File: src/rtl/lvlirq_pkg.sv
package lvlirq_pkg;
  localparam int ADDR_W = 12;
  typedef logic [ADDR_W-1:0] reg_addr_t;

  localparam reg_addr_t OFS_REV   = 12'h000;
  localparam reg_addr_t OFS_CFG   = 12'h010;
  localparam reg_addr_t OFS_STAT  = 12'h014;
  localparam reg_addr_t OFS_CTRL  = 12'h048;
  localparam reg_addr_t OFS_MCLR  = 12'h088;
  localparam reg_addr_t OFS_MSET  = 12'h08C;
  localparam reg_addr_t OFS_PEND  = 12'h098;
  localparam int        BANK_STEP = 32'h20;

  // address of a per-bank register: base plus bank index times stride
  function automatic reg_addr_t bank_addr(input reg_addr_t base, input int unsigned k);
    return base + reg_addr_t'(k * BANK_STEP);
  endfunction

  // revision byte: major in the upper nibble, minor in the lower
  function automatic logic [7:0] rev_byte(input int unsigned major, input int unsigned minor);
    return {4'(major), 4'(minor)};
  endfunction
endpackage

File: src/rtl/lvlirq_mask_bank.sv
module lvlirq_mask_bank
  import lvlirq_pkg::*;
#(
  parameter int BANK_W = 32,
  parameter int IDX    = 0
) (
  input  logic              clk,
  input  logic              rst_n,
  input  logic              srst_busy,
  input  logic              wr_en,
  input  reg_addr_t         addr,
  input  logic [BANK_W-1:0] wdata,
  input  logic [BANK_W-1:0] src,
  output logic [BANK_W-1:0] mask_q,
  output logic [BANK_W-1:0] pend,
  output logic [BANK_W-1:0] rd_val
);
  localparam reg_addr_t A_CLR  = bank_addr(OFS_MCLR, IDX);
  localparam reg_addr_t A_SET  = bank_addr(OFS_MSET, IDX);
  localparam reg_addr_t A_PEND = bank_addr(OFS_PEND, IDX);

  wire hit_set = wr_en && (addr == A_SET);
  wire hit_clr = wr_en && (addr == A_CLR);

  always_ff @(posedge clk or negedge rst_n) begin
    if (!rst_n)          mask_q <= '1;
    else if (srst_busy)  mask_q <= '1;
    else if (hit_set)    mask_q <= mask_q | wdata;
    else if (hit_clr)    mask_q <= mask_q & ~wdata;
  end

  assign pend   = src & ~mask_q;
  assign rd_val = (addr == A_PEND) ? pend : '0;
endmodule

File: src/rtl/lvlirq_sysctl.sv
module lvlirq_sysctl
  import lvlirq_pkg::*;
#(
  parameter int SRST_CYC = 4
) (
  input  logic      clk,
  input  logic      rst_n,
  input  logic      wr_en,
  input  reg_addr_t addr,
  input  logic [1:0] wdata,
  output logic      autoidle_q,
  output logic      srst_busy
);
  localparam int CNT_W = $clog2(SRST_CYC + 1);
  logic [CNT_W-1:0] cnt_q;

  wire cfg_wr = wr_en && (addr == OFS_CFG) && !srst_busy;

  always_ff @(posedge clk or negedge rst_n) begin
    if (!rst_n) begin
      autoidle_q <= 1'b0;
      srst_busy  <= 1'b0;
      cnt_q      <= '0;
    end else if (srst_busy) begin
      cnt_q     <= cnt_q - CNT_W'(1);
      srst_busy <= (cnt_q != CNT_W'(1));
    end else if (cfg_wr) begin
      if (wdata[1]) begin
        srst_busy  <= 1'b1;
        cnt_q      <= CNT_W'(SRST_CYC);
        autoidle_q <= 1'b0;
      end else begin
        autoidle_q <= wdata[0];
      end
    end
  end
endmodule

File: src/rtl/lvlirq_gate.sv
module lvlirq_gate (
  input  logic clk,
  input  logic rst_n,
  input  logic srst_busy,
  input  logic ack_evt,
  input  logic pend_any,
  output logic irq_q
);
  always_ff @(posedge clk or negedge rst_n) begin
    if (!rst_n)                   irq_q <= 1'b0;
    else if (srst_busy || ack_evt) irq_q <= 1'b0;
    else if (!irq_q && pend_any)  irq_q <= 1'b1;
  end
endmodule

File: src/rtl/lvl_irq_ctrl.sv
module lvl_irq_ctrl
  import lvlirq_pkg::*;
#(
  parameter int NUM_SRC   = 96,
  parameter int BANK_W    = 32,
  parameter int SRST_CYC  = 4,
  parameter int REV_MAJOR = 2,
  parameter int REV_MINOR = 1
) (
  input  logic               clk,
  input  logic               rst_n,
  input  logic               bus_wr,
  input  logic               bus_rd,
  input  logic [ADDR_W-1:0]  bus_addr,
  input  logic [BANK_W-1:0]  bus_wdata,
  output logic [BANK_W-1:0]  bus_rdata,
  input  logic [NUM_SRC-1:0] irq_src,
  output logic               irq_out,
  output logic               idle_auto_en
);
  localparam int NUM_BANK = NUM_SRC / BANK_W;

  logic [BANK_W-1:0]  mask_arr [NUM_BANK];
  logic [BANK_W-1:0]  pend_arr [NUM_BANK];
  logic [BANK_W-1:0]  rdv_arr  [NUM_BANK];
  logic [NUM_SRC-1:0] mask_flat;
  logic               pend_any;
  logic               srst_busy;
  logic               ack_evt;

  assign ack_evt = bus_wr && (bus_addr == OFS_CTRL) && bus_wdata[0];

  for (genvar k = 0; k < NUM_BANK; k++) begin : g_bank
    lvlirq_mask_bank #(.BANK_W(BANK_W), .IDX(k)) u_bank (
      .clk       (clk),
      .rst_n     (rst_n),
      .srst_busy (srst_busy),
      .wr_en     (bus_wr),
      .addr      (bus_addr),
      .wdata     (bus_wdata),
      .src       (irq_src[k*BANK_W +: BANK_W]),
      .mask_q    (mask_arr[k]),
      .pend      (pend_arr[k]),
      .rd_val    (rdv_arr[k])
    );
    assign mask_flat[k*BANK_W +: BANK_W] = mask_arr[k];
  end

  always_comb begin
    pend_any = 1'b0;
    for (int k = 0; k < NUM_BANK; k++) pend_any = pend_any | (|pend_arr[k]);
  end

  lvlirq_sysctl #(.SRST_CYC(SRST_CYC)) u_sys (
    .clk        (clk),
    .rst_n      (rst_n),
    .wr_en      (bus_wr),
    .addr       (bus_addr),
    .wdata      (bus_wdata[1:0]),
    .autoidle_q (idle_auto_en),
    .srst_busy  (srst_busy)
  );

  lvlirq_gate u_gate (
    .clk       (clk),
    .rst_n     (rst_n),
    .srst_busy (srst_busy),
    .ack_evt   (ack_evt),
    .pend_any  (pend_any),
    .irq_q     (irq_out)
  );

  always_comb begin
    bus_rdata = '0;
    if (bus_rd) begin
      unique case (bus_addr)
        OFS_REV:  bus_rdata[7:0] = rev_byte(REV_MAJOR, REV_MINOR);
        OFS_CFG:  bus_rdata[0]   = idle_auto_en;
        OFS_STAT: bus_rdata[0]   = !srst_busy;
        default:  bus_rdata      = '0;
      endcase
      for (int k = 0; k < NUM_BANK; k++) bus_rdata = bus_rdata | rdv_arr[k];
    end
  end
endmodule

File: config.mk
export PLATFORM = sky130hd
export DESIGN_NAME = lvl_irq_ctrl
export DESIGN_NICKNAME = d
export VERILOG_FILES = /design/src/rtl/lvlirq_pkg.sv /design/src/rtl/lvlirq_mask_bank.sv /design/src/rtl/lvlirq_sysctl.sv /design/src/rtl/lvlirq_gate.sv /design/src/rtl/lvl_irq_ctrl.sv
export SDC_FILE = /design/constraint.sdc
export NUM_CORES = 1
export LEC_CHECK = 0
export CAP_MARGIN = 20
export CORE_UTILIZATION = 34
export CTS_BUF_LIST = sky130_fd_sc_hd__clkbuf_4 sky130_fd_sc_hd__clkbuf_8 sky130_fd_sc_hd__clkbuf_16
export CTS_CLUSTER_SIZE = 30
export DETAILED_ROUTE_END_ITERATION = 10
export PLACE_DENSITY_LB_ADDON = 0.25
export SYNTH_ARGS = -nofsm -noshare
export SYNTH_HDL_FRONTEND = slang
export SYNTH_HIERARCHICAL = 1
export SYNTH_SLANG_ARGS = --single-unit
File: constraint.sdc
create_clock -name clk -period 2.5 [get_ports clk]
set_clock_uncertainty 0.05 [all_clocks]
set_input_delay 0.25 -clock clk [delete_from_list [all_inputs] [get_ports clk]]
set_output_delay 0.25 -clock clk [all_outputs]
set_load 0.1 [all_outputs]
# Yosys cells after proc, flatten, opt, wreduce, memory -nomap -nowiden
# Cells that the tools add are included.
# op_classes
add_sub_neg	1
multipliers	0
n_div	0
magnitude_cmp	0
n_eq_ne	13
shift	0
muxes	27
bitwise	19
n_reduce_logical	26
# op_table
op	count
2-to-1 mux 32 bit	13
bitwise AND 32 bit	6
OR 32 bit	6
inverter 32 bit	4
equality test 12 x 8 -> 1 bit, second input constant	9
OR reduction 32 bit	3
equality test 12 x 5 -> 1 bit, second input constant	2
2-to-1 mux 24 bit	1
equality test 12 x 7 -> 1 bit, second input constant	1
zero test 12 bit	1
logical AND 1 bit	11
2-to-1 mux 3 bit	3
nonzero test 3 bit	3
2-to-1 mux 1 bit	7
2-to-1 mux 7 bit	1
nonzero test 2 bit	3
2-to-1 mux 5 bit	1
AND reduction 2 bit	2
!= test 3 x 1 -> 1 bit, second input constant	1
one-hot mux 1 bit (3 select lines)	1
subtractor 3 x 1 -> 3 bit, second input constant	1
zero test 1 bit	2
OR 1 bit	2
logical OR 1 bit	1
inverter 1 bit	1
# word_totals
register_bits	102
latch_bits	0
mem_bits_rw	0
rom_bits	0
inputBits	144
output_inout_bits	34
word_cells	93
memories	0

# Logic depth before layout (Yosys ltp)
# Gate-level depths: netlist of the first run.
# depth
ltp_word	8
ltp_mapped	7
ltp_nobuf	7

# Modules after synthesis
# The synthesis of the first run kept the hierarchy.
# by_module_without_submodules
mod	instances	cells_each	area_per_inst_um2	seq_area_each_um2
lvlirq_mask_bank at g_bank[1].u_bank ...	2	261	2451.1	840.8
lvlirq_mask_bank at g_bank[0].u_bank	1	264	2354.8	840.8
lvl_irq_ctrl	1	78	575.6	0.0
lvlirq_sysctl	1	27	325.3	125.1
lvlirq_gate	1	3	38.8	25.0

# Worst setup path before layout of the first run
# Ideal clock, no wire load.
# synth_path
path_type	in2out
from	in bus_addr[11]
to	out bus_rdata[0]
arrival_ns	2.616
required_ns	2.200
slack_ns	-0.416
cell_stages	6
n_path_buf	2
path_cell_list	or4_4 -> buf_6 -> or4_4 -> clkbuf_1 -> nor2b_1 -> o41a_1
# synth_rtl
item	line	text
start: declaration	lvl_irq_ctrl.sv:14	input logic [ADDR_W-1:0] bus_addr,
end: declaration	lvl_irq_ctrl.sv:16	output logic [BANK_W-1:0] bus_rdata,

==> impl_results.md, run 1 <==
* Syn Nets at 1040
* Netlist cell types at 42
* Clock Sinks at 102
* CP Max Fanout at 8
* Crit path from: bus_addr[8]
* Tot Pwr at 4.034 mW
* Clk_lat worst skew at 0.36 ns
* First drt pass iteration count at 6
* Cell taking the most area after synthesis: dfstp_2
* Slew @ Worst Pin at 0.8967 ns
* Max cap viols at 0
* Final Slew Violations at 0
* Reg area at 0.002674 mm2
* Max clock buf depth at 2
* Post-layout min period at 2.471 ns
* Pwr dens at 349.9 mW/mm2
* Max-slew headroom at 40.22%
* Vias/cell at 6.021
* Drt wl/cell at 24.80 um
* Min Hold Slack at 0.1285 ns
* Fmax achieved at 404.7 MHz
* Vias in the first global route at 8203
* Final hold violation count at 0
* Worst Path Class, Setup: input pin to output port
* Antenna Nets Post-Route at 0
* Drt total wl at 34.28 mm
* Initial antenna violation count at 1
* Root Driver: clkbuf_16
* 1st-iter DRT viols at 743
* Overall global routing resource usage at 27.71%
* Layout fillers at 2248
* Final worst path period share at 98.84%
* Cell area after synthesis at 0.008197 mm2
* DP Wirelength at 23.41 mm
* Non-filler cells, final at 1382
* Yosys warns at 6
* IR Drop Worst-Case VDD at 0.2878 mV
* First-pass GRT wire length at 50.61 mm
* Final nets at 1204
* FFs w/ async S/R, synth at 100.0%
* Arrival @ worst endpoint at 2.17 ns
* Yosys top cell area share at 30.77%
* ANT cells at 0
* Clock transition at path regs at 0.07 ns
* I/O Buffers at 177
* Routability cong. at 0.8604
* Most frequent cells after synthesis: nor2b_1 (194), dfstp_2 (96), inv_1 (68)
* Post-synthesis cell count at 894
* R2R Setup Slk at 0.30 ns
* WP data required at 2.20 ns
* Via count at 8321
* CP startpoint kind: input pin
* H-tree Lvls at 3
* Top-count cell post-synth: nor2b_1
* DRC viols at 0
* EDFF count, synth at 0
* Synth area leaders: dfstp_2 (31%), nor2b_1 (15%), a311o_1 (7.8%)
* Grt ovf at 0
* DIE AREA at 0.02473 mm2
* Min-delay worst type: input pin to async pin
* Run status: completed
* Worst r2r dst: u_gate/irq_q
* Type of destination of the critical path: output port
* Layout cells sized above 1 at 27.19%
* Reg2reg start: g_bank[0].u_bank/mask_q[1]
* DIE HEIGHT at 157.3 um
* Initial Util at 34.82%
* Prevailing post-synth register cell: dfstp_2
* Placed cell count at 1361
* Area of the multi-input gates at 0.005121 mm2
* Core area at 0.02354 mm2
* Die X-Extent at 157.3 um
* I/O pin total at 178
* Static Leak at 4.548 nW
* Avg Inst Size Synth at 9.168 um2
* Cell Rows at 56
* Endpoints failing setup at 0
* Yosys reg bits at 102
* Seq/Total Area, Yosys at 32.61%
* Inserted Clock Buffers at 9
* Worst r2r path cells at 8
* P&R area growth vs syn at 40.65%
* CTS tree: built
* Largest net degree at the start of global routing at 74
[critical path, cell delays in order]
cell	delay [ns]
clkdlybuf4s15_1	0.18
or3b_4	0.38
or4_4	0.62
buf_12	0.21
nor3b_4	0.20
o31a_4	0.15
buf_12	0.16
[logic make-up (layout without fill, tap and decap cells)]
family / after synthesis / in the layout / synth area share [%]
xor gates and xnor gates: 1 / 1 / 0.1069
adders and majority gates: 2 / 2 / 0.3052
DFF: 102 / 102 / 32.61
AOI/OAI and AO/OA: 230 / 230 / 25.00
muxes: 2 / 2 / 0.3205
buffers and inverters: 163 / 332 / 8.548
and+or+nand+nor: 394 / 394 / 33.11
[worst max path at each step]
stage / endpoint / slack, ns / depth (start not counted)
6_report: bus_rdata[14] / 0.03 / 7
4_1_cts: bus_rdata[14] / 0.005 / 7
3_3_place_gp: bus_rdata[14] / -0.29 / 7
3_5_place_dp: bus_rdata[14] / -0.34 / 7
5_1_grt: bus_rdata[14] / -0.007 / 7
2_1_floorplan: bus_rdata[0] / -0.06 / 6
[flip-flops by register name, summed over array words and instances, names as in the netlist]
register / count
u_sys/cnt_q: 3
g_bank.u_bank/mask_q: 96
u_sys/srst_busy: 1
u_gate/irq_q: 1
u_sys/autoidle_q: 1
[repair_timing]
action / in CTS / in global routing
setup endpoints to repair: 32 / 18
pin swaps: 6 / 2
cloned: 2 / 1
buffers inserted: 0 / 2
hold buffers: 0 / 0
gates resized for setup: 37 / 7
[final cells by class]
| class | count | area share, % |
|---|---|---|
| clock buffers | 10 | 2.171 |
| clock inverters | 6 | 0.7163 |
| inverters | 68 | 2.214 |
| multi-input cells | 629 | 44.42 |
| flip-flops and latches | 102 | 23.19 |
| well taps | 319 | 3.462 |
| repair buffers | 248 | 23.82 |
[per-stage QoR]
stage          TNS (ns)  cell area, um2  setup slack (ns)  utilization (%)
2_1_floorplan  -0.06066            8456          -0.06066                -
3_3_place_gp     -11.34           11110           -0.2938            47.18
3_5_place_dp     -12.88           11110           -0.3377            47.18
4_1_cts               0           11500          0.004551            48.84
5_1_grt        -0.01631           11530         -0.007197            48.97
6_report              0           11530           0.02905            48.97
[where the power goes]
part	internal [mW]	switching, mW	leakage [nW]
registers	1.68	0.0104	1.08
logic	0.349	0.382	3.30
clock network	0.934	0.674	0.163
total	2.97	1.07	4.55
[cells in the final DEF (no fill, tap or decap), drive strengths merged, types with 2 or more instances in the layout]
| cell type | count |
|---|---|
| nor2b | 194 |
| clkdlybuf4s50 | 128 |
| buf | 113 |
| dfstp | 96 |
| inv | 68 |
| and3b | 67 |
| a41oi | 65 |
| a311o | 64 |
| nand2 | 36 |
| nand3b | 32 |
| o41ai | 32 |
| o211ai | 32 |
| o31a | 30 |
| nor4 | 30 |
| clkbuf | 15 |
| nand4 | 9 |
| dfrtp | 6 |
| nor3b | 5 |
| nor3 | 4 |
| nand2b | 3 |
| clkinv | 3 |
| or4 | 3 |
| nor4b | 3 |
| and4 | 3 |
| nor2 | 2 |
| bufinv | 2 |
| or3b | 2 |
| clkdlybuf4s15 | 2 |
| ha | 2 |
| o41a | 2 |
| mux2 | 2 |
[metal layers]
| layer | share of wire (%) | GRT usage (%) | vias up |
|---|---|---|---|
| li1 | - | - | 3715 |
| met1 | 43 | 37.11 | 4121 |
| met2 | 45 | 41.93 | 412 |
| met3 | 9.3 | 8.012 | 71 |
| met4 | 3.6 | 10.49 | 2 |
| met5 | 0.038 | 0 | - |
No activity file was read; power rests on OpenSTA's default activity.
==> inputs of run 2 (changes only) <==
Settings changed: CORE_MARGIN from default to 5, CTS_BUF_LIST sky130_fd_sc_hd__clkbuf_4 sky130_fd_sc_hd__clkbuf_8 sky130_fd_sc_hd__clkbuf_16 to sky130_fd_sc_hd__clkbuf_16.
==> impl_results.md, run 2 (synthesis results as in run 1) <==
* Initial antenna violation count at 1 (unchanged)
* Post-route setup slack at 0.03652 ns (+0.007471 ns)
* First-pass GRT wire length at 51.09 mm (+0.95%)
* Endpoints failing setup at 0 (unchanged)
* Final nets at 1205 (+0.083%)
* Largest net degree at the start of global routing at 81 (+9.5%)
* Global routing's busiest layer: met2
* Final Cell Area at 0.01148 mm2 (-0.42%)
* Type of destination of the critical path: output port
* Post-layout min period at 2.463 ns (-0.007471 ns)
* Post-CTS Setup Bufs at 0 (unchanged)
* Fmax achieved at 405.9 MHz (+0.30%)
* Die X-Extent at 165.3 um (+5.1%)
* DP Wirelength at 23.81 mm (+1.7%)
* Vias/cell at 5.948 (-1.2%)
* Placement Cell Area at 0.01117 mm2 (+0.54%)
* Final hold violation count at 0 (unchanged)
* IR Drop Worst-Case VDD at 0.2465 mV (-14%)
* CP Max Fanout at 8 (unchanged)
* I/O Buffers at 177 (unchanged)
* H-tree Lvls at 3 (unchanged)
* Cell Rows at 56 (unchanged)
* Clock transition at path regs at 0.07 ns (about the same)
* Routability cong. at 0.8544 (-0.70%)
* Largest register FFs at 96 (unchanged)
* First drt pass iteration count at 5 (-1)
* Max clock buf depth at 2 (unchanged)
* Largest regs: g_bank.u_bank/mask_q: 96 flops, u_sys/cnt_q: 3 flops
* Arrival @ worst endpoint at 2.16 ns (about the same)
* Core area at 0.02361 mm2 (+0.30%)
* Grt ovf at 0 (unchanged)
* DIE HEIGHT at 165.3 um (+5.1%)
* Setup Slack @ Placement at -0.3937 ns (-0.05599 ns)
* Max cap viols at 0 (unchanged)
* GR Util met3 at 3.599% (-4.4 points)
* Met2 Track Usage GR at 39.01% (-2.9 points)
* Met1 usage at 35.71% (-1.4 points)
* WP data required at 2.20 ns (about the same)
* Run status: completed
* Via count at 8238 (-1.0%)
* Most frequent cells in the layout: nor2b_1 (192), clkdlybuf4s50_1 (128), dfstp_2 (96)
* Drt wl/cell at 24.88 um (+0.30%)
* Worst path max stage delay at 0.61 ns (about the same)
* Vias in the first global route at 8133 (-0.85%)
* RSZ-0062 raised after global routing: true
* Static Leak at 4.534 nW (-0.31%)
* Pwr dens at 328.4 mW/mm2 (-6.1%)
* CP startpoint kind: input pin
* Drt total wl at 34.46 mm (+0.52%)
* Initial Util at 34.71% (-0.10 points)
* Slew @ Worst Pin at 0.8888 ns (-0.007952 ns)
* Overall global routing resource usage at 24.76% (-3.0 points)
* Clock Sinks at 102 (unchanged)
* DRC viols at 0 (unchanged)
* Layout cells sized above 1 at 26.50% (-0.68 points)
* Hold path depth at 2
* Min Hold Slack at 0.2816 ns (+0.1532 ns)
* Root Driver: clkbuf_16
* Crit path cell chain: clkdlybuf4s15_1, or3b_4, or4_4, buf_12, nor3b_4, o31a_4, buf_12
* Antenna Nets Post-Route at 0 (unchanged)
* 1st-iter DRT viols at 816 (+9.8%)
* Clk_lat worst skew at 0.35 ns (about the same)
* Final Slew Violations at 0 (unchanged)
* Inserted Clock Buffers at 9 (unchanged)
* Most common cell after layout, fill and taps aside: nor2b_1
* Worst r2r path cells at 8 (unchanged)
* CP max stage cell: or4_4
* DIE AREA at 0.02731 mm2 (+10%)
* Setup TNS at 0 ns (unchanged)
* Most flop-heavy register: g_bank.u_bank/mask_q
* Worst Path Class, Setup: input pin to output port
* Min-delay worst type: input pin to flip-flop
* Final worst path period share at 98.54% (-0.30 points)
* Max-slew headroom at 40.75% (+0.53 points)
* CTS tree: built
* P&R area growth vs syn at 40.06%
* I/O pin total at 178 (unchanged)
* Crit-path most repeated cell: buf_12
## run 2: per-stage QoR
stage                     utilization (%)  std cells  power [mW]
after CTS                           48.62       1383       3.787
after detailed placement            47.30       1364       2.443
after floorplan                         -        894       1.981
final                               48.62       1385       3.770
after global placement              47.30       1364       2.440
after global routing                48.61       1384       3.891
## run 2: power by group
group | switching (mW) | leakage [nW] | internal [mW]
sequential | 0.0104 | 1.08 | 1.68
clock | 0.685 | 0.135 | 0.663
combinational | 0.377 | 3.32 | 0.352
total | 1.07 | 4.53 | 2.70
## run 2: repair_timing
action	in CTS	in global routing
pin swaps	6	0
endpoints found under the setup margin	32	1
endpoints found under the hold margin	1	0
resized for setup	41	1
cloned	2	0
hold buffers	1	0
## run 2: worst max-delay path, delay by kind of cell
family	cells	cell delay (ns)
buffers and inverters	3	0.55
AO/OA/AOI/OAI	1	0.16
AND/OR/NAND/NOR	3	1.20
## run 2: path summary, 6_finish.rpt
| path | startpoint | endpoint | slack [ns] |
|---|---|---|---|
| min in group asynchronous | rst_n | u_gate/irq_q | 0.45 |
| worst min-delay path | bus_addr[2] | g_bank[1].u_bank/mask_q[29] | 0.28 |
| worst max register to register | g_bank[0].u_bank/mask_q[12] | u_gate/irq_q | 0.31 |
| max in group asynchronous | rst_n | g_bank[1].u_bank/mask_q[30] | 1.20 |
| worst max-delay path | bus_addr[9] | bus_rdata[14] | 0.04 |
| worst min register to register | g_bank[0].u_bank/mask_q[15] | g_bank[0].u_bank/mask_q[15] | 0.46 |
## run 2: final cells by class
class	instances	area, um2
Fill cell	2228	12130
Multi-Input combinational cell	629	5111
Timing Repair Buffer	249	2776
Sequential cell	102	2674
Tap cell	319	399.1
Inverter	68	255.2
Clock buffer	9	225.2
Clock inverter	7	33.78
Antenna cell	2	5.005
## run 2: routing by layer
layer	share of wire [%]	up-vias	routed length, um
li1	-	3724	-
met1	45	4132	15620
met2	46	348	15750
met3	7.0	34	2406
met4	2.0	0	683
met5	0	-	0
==> inputs of run 3 (changes only) <==
Clock period 2.5 ns to 3.16 ns, I/O delays scaled along.
==> impl_results.md, run 3 (synthesis results as in run 1) <==
* Run status: completed
* IR Drop Worst-Case VDD at 0.2156 mV (-13%)
* Worst Path Class, Setup: input pin to output port
* Via count at 8098 (-1.7%)
* Die X-Extent at 165.3 um (unchanged)
* Fmax achieved at 324.8 MHz
* P&R area growth vs syn at 32.29%
* Post-CTS Setup Bufs at 0 (unchanged)
* Vias in the first global route at 8007 (-1.5%)
* Largest net degree at the start of global routing at 94 (+16%)
* Final worst path period share at 97.43%
* DIE AREA at 0.02731 mm2 (unchanged)
* I/O Buffers at 177 (unchanged)
* Hold-fix buffers, CTS at 0 (-1)
* DP Wirelength at 23.10 mm (-3.0%)
* Grt ovf at 0 (unchanged)
* H-tree Lvls at 3 (unchanged)
* CP Max Fanout at 32 (+24)
* Final Util at 45.92% (-2.7 points)
* I/O pin total at 178 (unchanged)
* Drt wl/cell at 24.81 um (-0.29%)
* DIE HEIGHT at 165.3 um (unchanged)
* Most common cell after layout, fill and taps aside: nor2b_1
* RSZ-0062 raised after global routing: false
* Clk_lat worst skew at 0.36 ns (about the same)
* Most flop-heavy register: g_bank.u_bank/mask_q
* Final hold violation count at 0 (unchanged)
* First-pass GRT wire length at 50.56 mm (-1.1%)
* Routability cong. at 0.8224 (-3.7%)
* Post-layout min period at 3.079 ns
* Setup TNS at 0 ns (unchanged)
* Max clock buf depth at 2 (unchanged)
* Vias/cell at 5.985 (+0.63%)
* Largest register FFs at 96 (unchanged)
* Comb power frac at 18.3% (-1.0 points)
* Final Slew Violations at 0 (unchanged)
* Antenna Nets Post-Route at 0 (unchanged)
* CTS tree: built
* Final Cell Area at 0.01084 mm2 (-5.5%)
* Placement Cell Area at 0.01055 mm2 (-5.6%)
* Initial Util at 34.71% (unchanged)
* Min-delay worst type: input pin to async pin
* Most frequent cells in the layout: nor2b_1 (194), clkdlybuf4s50_1 (139), dfstp_2 (96)
* Clock transition at path regs at 0.07 ns (about the same)
* Endpoints failing setup at 0 (unchanged)
* 1st-iter DRT viols at 738 (-9.6%)
* Largest regs: g_bank.u_bank/mask_q: 96 flops, u_sys/cnt_q: 3 flops
* Overall global routing resource usage at 24.21% (-0.55 points)
* Pwr dens at 279.9 mW/mm2 (-15%)
* Min Hold Slack at 0.002662 ns (-0.2790 ns)
* Arrival @ worst endpoint at 2.71 ns (+0.55 ns)
* Initial antenna violation count at 0 (-1)
* Cell Rows at 56 (unchanged)
* Type of destination of the critical path: output port
* DRC viols at 0 (unchanged)
* Clock power frac at 37.5% (+1.8 points)
* Switching power at 0.8237 mW (-23%)
* Final nets at 1173 (-2.7%)
* Clock Sinks at 102 (unchanged)
* WP data required at 2.79 ns (+0.59 ns)
* Static Leak at 4.180 nW (-7.8%)
* Drt total wl at 33.56 mm (-2.6%)
* Slew @ Worst Pin at 0.8408 ns (-0.04802 ns)
* Internal at 2.211 mW (-18%)
* Layout cells sized above 1 at 20.06% (-6.4 points)
* Post-route setup slack at 0.08114 ns (+0.04462 ns)
* Core area at 0.02361 mm2 (unchanged)
* Sequential Power Share at 44.2% (-0.7 points)
* Setup Slack @ Placement at 0.05428 ns (+0.4480 ns)
* Root Driver: clkbuf_16
* Inserted Clock Buffers at 9 (unchanged)
* CP startpoint kind: input pin
* Sw Ratio at 27.14% (-1.3 points)
* Max cap viols at 0 (unchanged)
* First drt pass iteration count at 5 (unchanged)
* Layout fillers at 2324 (+4.3%)
* Post_cts resized at 0 (-100%)
* Max-slew headroom at 43.95% (+3.2 points)
-- run 3: final timing paths --
kind / from / endpoint / slack (ns) / cells past startpoint
min: rst_n / u_sys/cnt_q[0] / 0.003 / 1
max reg2reg: u_sys/srst_busy / u_sys/autoidle_q / 0.96 / 4
min in group clk: bus_wr / g_bank[0].u_bank/mask_q[22] / 0.36 / 3
max: bus_addr[11] / bus_rdata[14] / 0.08 / 6
min reg2reg: g_bank[0].u_bank/mask_q[20] / g_bank[0].u_bank/mask_q[20] / 0.45 / 2
max in group asynchronous: rst_n / g_bank[2].u_bank/mask_q[8] / 2.30 / 2
-- run 3: final cells by class --
class                      count  area (um2)  area share, %
antenna                        2       5.005        0.04616
clock inverter                 7       66.31         0.6116
tap                          319       399.1          3.681
timing repair buffer         217        2382          21.97
clock buffer                   9       225.2          2.077
inverter                      68       255.2          2.354
multi-input combinational    629        4836          44.60
sequential                   102        2674          24.66
-- run 3: routing by layer --
layer	vias up	GRT usage, %	routed length (um)
li1	3668	-	-
met1	4051	34.53	15010
met2	336	37.12	15280
met3	43	4.542	2416
met4	0	7.372	855
met5	-	0	0
-- run 3: power by group through the flow --
stage	Combinational, mW	Clock (mW)	Sequential [mW]
floorplan	0.202	0	1.36
global placement	0.549	0	1.36
detailed placement	0.549	0	1.36
CTS	0.551	1.16	1.34
global route	0.591	1.22	1.34
finish	0.556	1.14	1.34
-- run 3: critical path, cell delays in order --
cell	delay, ns
clkdlybuf4s50_1	0.42
or4_4	0.54
or4_4	0.78
nor3b_2	0.24
o31a_1	0.20
buf_12	0.18
-- run 3: stage by stage --
stage               power (mW)  cells
CTS                      3.055   1351
finish                   3.035   1353
global placement         1.909   1335
floorplan                1.563    894
detailed placement       1.909   1335
global route             3.149   1351
